File: src/rtl/idle_pkg.sv
package idle_pkg;
  typedef enum logic [2:0] {
    ST_ACT  = 3'd0,
    ST_HALT = 3'd1,
    ST_MWT  = 3'd2,
    ST_L2   = 3'd3,
    ST_L3   = 3'd4,
    ST_L4   = 3'd5,
    ST_SNP  = 3'd6,
    ST_FLS  = 3'd7
  } idle_st_e;

  typedef enum logic [2:0] {
    TG_NONE = 3'd0,
    TG_HALT = 3'd1,
    TG_MWT  = 3'd2,
    TG_L2   = 3'd3,
    TG_L3   = 3'd4,
    TG_L4   = 3'd5
  } idle_tgt_e;

  localparam int unsigned NUM_ST = 8;
  localparam int unsigned ST_W   = 3;
endpackage

File: src/rtl/idle_req_decode.sv
module idle_req_decode
  import idle_pkg::*;
#(
  parameter int unsigned IDX_W = 3
) (
  input  logic             halt_req,
  input  logic             mwait_req,
  input  logic [1:0]       mwait_lvl,
  input  logic             lvl_rd_req,
  input  logic [IDX_W-1:0] lvl_rd_idx,
  output idle_tgt_e        tgt
);
  idle_tgt_e mw_tgt;
  idle_tgt_e rd_tgt;

  always_comb begin
    unique case (mwait_lvl)
      2'd0:    mw_tgt = TG_MWT;
      2'd1:    mw_tgt = TG_L2;
      2'd2:    mw_tgt = TG_L3;
      default: mw_tgt = TG_L4;
    endcase
  end

  always_comb begin
    if (lvl_rd_idx == IDX_W'(2))
      rd_tgt = TG_L2;
    else if (lvl_rd_idx == IDX_W'(3))
      rd_tgt = TG_L3;
    else if (lvl_rd_idx == IDX_W'(4) || lvl_rd_idx == IDX_W'(5))
      rd_tgt = TG_L4;
    else
      rd_tgt = TG_NONE;
  end

  always_comb begin
    if (halt_req)        tgt = TG_HALT;
    else if (mwait_req)  tgt = mw_tgt;
    else if (lvl_rd_req) tgt = rd_tgt;
    else                 tgt = TG_NONE;
  end
endmodule

File: src/rtl/idle_wake_merge.sv
module idle_wake_merge #(
  parameter int unsigned N_INT = 5
) (
  input  logic [N_INT-1:0] int_src,
  input  logic             mon_evt,
  output logic             int_wake,
  output logic             any_wake
);
  assign int_wake = |int_src;
  assign any_wake = int_wake | mon_evt;
endmodule

File: src/rtl/idle_fsm.sv
module idle_fsm
  import idle_pkg::*;
(
  input  logic      clk,
  input  logic      rst_n,
  input  idle_tgt_e tgt,
  input  logic      int_wake,
  input  logic      any_wake,
  input  logic      snoop_req,
  input  logic      snoop_done,
  input  logic      flush_done,
  output idle_st_e  st
);
  idle_st_e st_q, st_d;
  idle_st_e ret_q, ret_d;
  logic     deep_q, deep_d;

  always_comb begin
    st_d   = st_q;
    ret_d  = ret_q;
    deep_d = deep_q;
    unique case (st_q)
      ST_ACT: begin
        unique case (tgt)
          TG_HALT: st_d = ST_HALT;
          TG_MWT:  st_d = ST_MWT;
          TG_L2:   st_d = ST_L2;
          TG_L3:   begin st_d = ST_FLS; deep_d = 1'b0; end
          TG_L4:   begin st_d = ST_FLS; deep_d = 1'b1; end
          default: st_d = ST_ACT;
        endcase
      end
      ST_HALT: begin
        if (int_wake) st_d = ST_ACT;
        else if (snoop_req) begin st_d = ST_SNP; ret_d = ST_HALT; end
      end
      ST_MWT, ST_L2: begin
        if (any_wake) st_d = ST_ACT;
        else if (snoop_req) begin st_d = ST_SNP; ret_d = st_q; end
      end
      ST_SNP: begin
        if (snoop_done) st_d = ret_q;
      end
      ST_FLS: begin
        if (any_wake) st_d = ST_ACT;
        else if (flush_done) st_d = deep_q ? ST_L4 : ST_L3;
      end
      ST_L3, ST_L4: begin
        if (any_wake) st_d = ST_ACT;
      end
      default: st_d = ST_ACT;
    endcase
  end

  always_ff @(posedge clk or negedge rst_n) begin
    if (!rst_n) begin
      st_q   <= ST_ACT;
      ret_q  <= ST_HALT;
      deep_q <= 1'b0;
    end else begin
      st_q   <= st_d;
      ret_q  <= ret_d;
      deep_q <= deep_d;
    end
  end

  assign st = st_q;


  deep_snoop_ignored_chk: assert property (@(posedge clk) disable iff (!rst_n)
    ((st_q == ST_L3 || st_q == ST_L4) && snoop_req && !any_wake) |=> (st_q == $past(st_q)));


  deep_via_flush_chk: assert property (@(posedge clk) disable iff (!rst_n)
    $rose(st_q == ST_L3 || st_q == ST_L4) |-> ($past(st_q) == ST_FLS));


  flush_abort_chk: assert property (@(posedge clk) disable iff (!rst_n)
    (st_q == ST_FLS && any_wake) |=> (st_q == ST_ACT));


  halt_mon_hold_chk: assert property (@(posedge clk) disable iff (!rst_n)
    (st_q == ST_HALT && !int_wake && !snoop_req) |=> (st_q == ST_HALT));


  snoop_return_chk: assert property (@(posedge clk) disable iff (!rst_n)
    (st_q == ST_SNP && snoop_done) |=> (st_q == ST_HALT || st_q == ST_MWT || st_q == ST_L2));
endmodule

File: src/rtl/core_idle_ctl.sv
module core_idle_ctl
  import idle_pkg::*;
#(
  parameter int unsigned LVL_IDX_W = 3
) (
  input  logic                 clk,
  input  logic                 rst_n,
  input  logic                 halt_req,
  input  logic                 mwait_req,
  input  logic [1:0]           mwait_lvl,
  input  logic                 lvl_rd_req,
  input  logic [LVL_IDX_W-1:0] lvl_rd_idx,
  input  logic                 snoop_req,
  input  logic                 snoop_done,
  input  logic                 flush_done,
  input  logic                 mon_evt,
  input  logic                 smi,
  input  logic                 init,
  input  logic                 nmi,
  input  logic                 intr,
  input  logic                 int_msg,
  input  logic                 stpclk,
  output logic [2:0]           state,
  output logic [7:0]           state_oh,
  output logic                 clk_stop,
  output logic                 flush_req,
  output logic                 snoop_svc,
  output logic                 deep_idle,
  output logic                 stopgnt_ack
);
  localparam int unsigned N_INT = 5;

  idle_tgt_e  tgt;
  idle_st_e   st;
  logic       int_wake, any_wake;
  logic [N_INT-1:0] int_src;

  assign int_src = {smi, init, nmi, intr, int_msg};

  idle_req_decode #(.IDX_W(LVL_IDX_W)) u_dec (
    .halt_req   (halt_req),
    .mwait_req  (mwait_req),
    .mwait_lvl  (mwait_lvl),
    .lvl_rd_req (lvl_rd_req),
    .lvl_rd_idx (lvl_rd_idx),
    .tgt        (tgt)
  );

  idle_wake_merge #(.N_INT(N_INT)) u_wake (
    .int_src  (int_src),
    .mon_evt  (mon_evt),
    .int_wake (int_wake),
    .any_wake (any_wake)
  );

  idle_fsm u_fsm (
    .clk        (clk),
    .rst_n      (rst_n),
    .tgt        (tgt),
    .int_wake   (int_wake),
    .any_wake   (any_wake),
    .snoop_req  (snoop_req),
    .snoop_done (snoop_done),
    .flush_done (flush_done),
    .st         (st)
  );

  assign state = st;

  for (genvar i = 0; i < NUM_ST; i++) begin : g_oh
    assign state_oh[i] = (st == idle_st_e'(i));
  end

  assign clk_stop    = (st == ST_L3) || (st == ST_L4);
  assign flush_req   = (st == ST_FLS);
  assign snoop_svc   = (st == ST_SNP);
  assign deep_idle   = (st == ST_L4);
  assign stopgnt_ack = (st == ST_L2) && stpclk;


  deep_flag_wake_chk: assert property (@(posedge clk) disable iff (!rst_n)
    (deep_idle && any_wake) |=> !deep_idle);


  snoop_enter_chk: assert property (@(posedge clk) disable iff (!rst_n)
    (st == ST_L2 && snoop_req && !any_wake) |=> snoop_svc);


  stopgnt_hold_chk: assert property (@(posedge clk) disable iff (!rst_n)
    (stopgnt_ack && !any_wake && !snoop_req && $stable(stpclk)) |=> stopgnt_ack || !stpclk);
endmodule

File: config.mk
export PLATFORM = sky130hd
export DESIGN_NAME = core_idle_ctl
export DESIGN_NICKNAME = d
export VERILOG_FILES = /design/src/rtl/idle_pkg.sv /design/src/rtl/idle_req_decode.sv /design/src/rtl/idle_wake_merge.sv /design/src/rtl/idle_fsm.sv /design/src/rtl/core_idle_ctl.sv
export SDC_FILE = /design/constraint.sdc
export NUM_CORES = 1
export LEC_CHECK = 0
export BUFFER_PORTS_ARGS = -buffer_cell sky130_fd_sc_hd__buf_4
export CAP_MARGIN = 30
export CORE_UTILIZATION = 46
export DETAILED_ROUTE_END_ITERATION = 6
export PLACE_DENSITY = 0.91
export SLEW_MARGIN = 10
export SYNTH_ARGS = -nofsm -noshare
export SYNTH_HDL_FRONTEND = slang
export SYNTH_SLANG_ARGS = --single-unit
File: constraint.sdc
create_clock -name clk -period 3.9 [get_ports clk]
set_clock_uncertainty 0.1 [all_clocks]
set_input_delay 0.78 -clock clk [delete_from_list [all_inputs] [get_ports clk]]
set_output_delay 0.78 -clock clk [all_outputs]
set_load 0.05 [all_outputs]
Word-level counts from Yosys, hierarchy flattened

Index checks and enable logic that the tools add are counted.

Flip-flop bits (word level): 7
Bits of input ports: 20
Word-level logic and storage cells: 66

Equal/unequal tests: 25
Multiplexer cells: 23
Bitwise operators: 1
Reductions and logical operators: 14

Operator list:

| cell                 | count |
|---|---|
| $mux W3              | 17 |
| $eq A3 B3 Y1 const B | 8 |
| $eq A3 B2 Y1 const B | 6 |
| $pmux W3 S6          | 1 |
| $ne A2 B2 Y1 const B | 6 |
| $pmux W3 S4          | 1 |
| $pmux W3 S3          | 1 |
| $eq A3 B1 Y1 const B | 2 |
| $pmux W3 S2          | 1 |
| $reduce_or A2 Y1     | 3 |
| $reduce_and A5 Y1    | 1 |
| $reduce_or A5 Y1     | 1 |
| $reduce_bool A2 Y1   | 2 |
| $logic_not A3 Y1     | 1 |
| $ne A3 B2 Y1 const B | 1 |
| $reduce_and A3 Y1    | 1 |
| $eq A2 B1 Y1 const B | 1 |
| $eq A2 B2 Y1 const B | 1 |
| $logic_not A2 Y1     | 1 |
| $logic_or A1 B1 Y1   | 2 |
| $pmux W1 S2          | 1 |
| $reduce_and A2 Y1    | 1 |
| $logic_and A1 B1 Y1  | 1 |
| $mux W1              | 1 |
| $or A1 B1 Y1         | 1 |

Depth between registers and ports, before layout

Depth in word-level cells: 12
Mapped depth: 6
Depth with buffers taken out: 5

By module

Synthesis repeated with hierarchy kept, for this count alone.

Cells, all modules: 82
Area total of the unflattened synthesis: 710.7 um^2

By module, submodules not included:

| module          | instances | cells each | area an instance (um^2) | seq. area each (um^2) |
|---|---|---|---|---|
| idle_fsm        | 1         | 53         | 499.2                   | 176.4 |
| core_idle_ctl   | 1         | 13         | 106.4                   | 0.0 |
| idle_req_decode | 1         | 12         | 80.1                    | 0.0 |
| idle_wake_merge | 1         | 4          | 25.0                    | 0.0 |

Least setup slack after synthesis

Ideal clock, no wire load.

Path type: register to output
From: register u_fsm.st_q[2], in the netlist u_fsm.st[2]
To: output state_oh[5]
Data arrival time: 2658 ps
Setup slack: 362 ps
Cell stages (with the launch flop): 5
Buffers on the path: 2
Cell sequence: dfrtp_1 clkbuf_1 nor2b_1 and2_1 buf_4

Cells in the longest elaborated chain, start to end: 1

RTL lines:

| element                  | RTL line            | RTL |
|---|---|---|
| start: declaration       | idle_fsm.sv:14      | `idle_st_e st_q, st_d;` |
| start signal: assignment | idle_fsm.sv:61      | `st_q <= st_d;` |
| $eq A3 B3 Y1             | -                   |  |
| end: declaration         | core_idle_ctl.sv:24 | `output logic [7:0] state_oh,` |

Every way passes these cells.

Final worst setup path

From: register u_fsm.st_q[2], in the netlist u_fsm.st[2]
To: output deep_idle

Cells in the longest elaborated chain, start to end: 1

RTL lines:

| element          | RTL line            | RTL |
|---|---|---|
| $eq A3 B3 Y1     | core_idle_ctl.sv:77 | `assign deep_idle = (st == ST_L4);` |
| end: declaration | core_idle_ctl.sv:28 | `output logic deep_idle,` |

Every way passes these cells.

==> results.yml <==
synthesis:
  synth_top_family_by_area: "simple AND/OR/NAND/NOR gates"
  synth.net_count: 99
  synth_fa_ha_area_share_pct: 0
  synth_mux_area_share_pct: 8.88
  synth-xor-area-share_pct: 0
  ys.warnings.count: 0
  synth.avg_cell_area_sq_um: 8.20
  synth_compound_area_share_pct: 17.8
  synthesis.area_sq_um: 648
  post_synth_and_or_nand_nor_area_fraction_pct: 39.2
  ys_ff_latch: 7
  synthCells: 79
  yosysUniqueCellTypes: 39
  yosysSeqAreaShare_pct: 27.2
global_route:
  grt_pass1_vias: 616
  antenna_found_initial: 0
  overflow: 0
  grt_usage_pct: 25.6
  grt_max_degree: 18
  grt_pass1_wl_mm: 2.65
cts:
  cts_resized: 0
  post_cts_buffers: 0
  cts_buffer_depth: 2
  cts_buffers: 3
  h-tree-depth: 1
  path_clk_slew_ns: 0.07
  cts_sinks: 7
  cts-root-buf: "clkbuf_4"
  cts_tree: "done"
  hold_buffers: 0
  clock_latency_ns: 0.27
power:
  p_leak_nw: 0.447
  p_per_area_nw_per_um2: 608
  ir_drop_v: 0.000393
  p_total_mw: 0.561
timing:
  tightest_slew_ns: 0.501
  timing.fmax_ghz: 0.407
  fin_crit_ns: 2.46
  setup_viol: 0
  rsz0062_at_grt: "no"
  period_share_pct: 63.0
  slew_headroom_pct: 66.6
  setup_tns_ns: 0
  finalMaxSlewViolations: 0
  hold_violations: 0
final_layout:
  fin_nets: 133
  seq_area_sq_um: 176
  areaGrowthSynthToFinish_pct: 42.5
  fillers: 119
  design_area_sq_um: 923
  multi_input_area_sq_um: 427
  drive_gt1_share_pct: 43.8
  antennaDiodeCount: 0
drt:
  drt_iter0_markers: 16
  drc: 0
  antenna_left: 0
  num_vias: 717
  wire_per_inst_um: 14.2
  dr.pass1.iters: 4
  wirelength_mm: 1.81
  vias_per_cell: 5.65
die:
  pin_count: 36
  die_width_um: 39.5
  dieArea_sq_um: 1560
  initial_utilization_pct: 49.8
  rows: 13
  die_h_um: 39.5
  core_sq_um: 1300
place:
  numPortBuffers: 35
  gp_congestion: 0.838
  placed_area_sq_um: 896
  dp_hpwl_mm: 1.40
critical_path:
  crit_type: "reg -> out"
  r2r_end: "u_fsm.deep_q$_DFFE_PN0P_"
  cp.required_ns: 3.02
  regToRegSetupSlack_ns: 1.83
  rr_startpoint: "u_fsm.st[0]$_DFFE_PN0P_"
  setup.worst_path.end_class: "output port"
  r2r_cells: 4
  cp-start-kind: "flip-flop"
  crit_fanout: 14
  critPathLaunch: "u_fsm.st[2]$_DFFE_PN0P_"
  worst_ep_arrival_time_ns: 1.58
min_path:
  hp-class: "in -> async"
job:
  maxCapViolCount: 0
outcome:
  status: "finished, final reports clean"
[placed cells by master (no fill, tap or decap), drive strengths merged]
cell / count
buf: 35
nor2: 8
dfrtp: 6
nand2: 5
and2: 5
nor2b: 4
nor3: 4
a31oi: 4
o21ai: 4
inv: 3
nor3b: 3
nand2b: 3
clkbuf: 3
mux2: 3
mux2i: 2
a21oi: 2
nand3: 2
and3: 1
or4: 1
or3b: 1
o41ai: 1
nand3b: 1
or2b: 1
or4b: 1
a31o: 1
o2bb2ai: 1
o2111ai: 1
or2: 1
nor4: 1
o22ai: 1
a22oi: 1
clkinv: 1
dfstp: 1
[Yosys cell counts]
cell type  n  area share, %
mux2_2     1            1.7
a31oi_2    1            1.9
nor2_2     1           0.97
and3_1     1           0.97
mux2_4     1            2.3
or4_4      1            1.7
or2_1      1           0.97
dfstp_2    1            4.1
a22oi_2    1            1.9
and2_1     4            3.9
a31o_1     1            1.4
or4b_4     1            2.1
nor2b_1    4            3.9
nor4_1     1           0.97
mux2_1     1            1.7
and2_4     1            1.4
buf_4      3            3.5
nand2b_1   3            2.9
nor3b_1    3            3.5
nor2_1     7            4.1
nand3_1    2            1.5
o21ai_1    2            1.5
mux2i_1    2            3.1
o41ai_1    1            1.4
o21ai_0    2            1.5
or2b_1     1            1.2
inv_1      3            1.7
a31oi_1    3            2.9
clkbuf_1   3            1.7
dfrtp_1    6             23
o22ai_1    1           0.97
o2bb2ai_1  1            1.4
nand3b_1   1            1.2
nand2_1    5            2.9
nor3_1     3            2.3
nor3_2     1            1.5
o2111ai_1  1            1.4
a21oi_1    2            1.5
or3b_1     1            1.4
[cell type report]
| class | instances | area share (%) |
|---|---|---|
| Tap cell | 15 | 2.03 |
| Inverter | 3 | 1.22 |
| Sequential cell | 7 | 19.1 |
| Timing Repair Buffer | 35 | 28.5 |
| Clock inverter | 1 | 0.542 |
| Multi-Input combinational cell | 63 | 46.2 |
| Clock buffer | 3 | 2.44 |
[report_power, final]
group | internal, mW | switching [mW] | leakage (nW) | total (mW)
sequential | 0.0970 | 0.0520 | 0.0882 | 0.149
clock | 0.0378 | 0.0349 | 0.0177 | 0.0727
combinational | 0.127 | 0.212 | 0.341 | 0.339
total | 0.262 | 0.299 | 0.447 | 0.561
[worst max-delay path, cell delays in order, from the launching register on]
cell and delay [ns]:
dfrtp_1 0.59, nor2b_1 0.33, and2_1 0.19, buf_4 0.20
[cell families after synthesis]
logic type | after synthesis
simple gates | 42
compound gates | 16
buf+inv | 9
flops | 7
mux | 5
[metal layers]
metal	GRT usage [%]	part of all wire, %	up-vias
met2	50.4	56	42
met3	1.70	6.0	2
met1	27.0	38	324
li1	-	-	349
met5	0	0	-
met4	10.3	0.55	0
[through the flow]
step	cells	worst slack [ns]	hold WS (ns)	util (%)
after detailed placement	123	1.45	0.364	68.8
after floorplan	79	0.362	0.342	-
final	127	1.44	0.210	71.0
after CTS	127	1.45	0.212	71.0
after global placement	123	1.52	0.366	68.8
after global routing	127	1.33	0.210	71.0
[worst max-delay path by stage]
| stage | endpoint | slack (ns) | depth (start not counted) |
|---|---|---|---|
| floorplan | state_oh[5] | 0.36 | 4 |
| global placement | u_fsm.deep_q$_DFFE_PN0P_ | 1.52 | 5 |
| detailed placement | u_fsm.deep_q$_DFFE_PN0P_ | 1.45 | 5 |
| CTS | deep_idle | 1.45 | 3 |
| global route | deep_idle | 1.33 | 3 |
| finish | deep_idle | 1.44 | 3 |
[sequential cells by signal, indices dropped and copies added, names as in the netlist]
name          flops
u_fsm.st          3
u_fsm.ret_q       3
u_fsm.deep_q      1
Power figures use the tool's default switching activity.
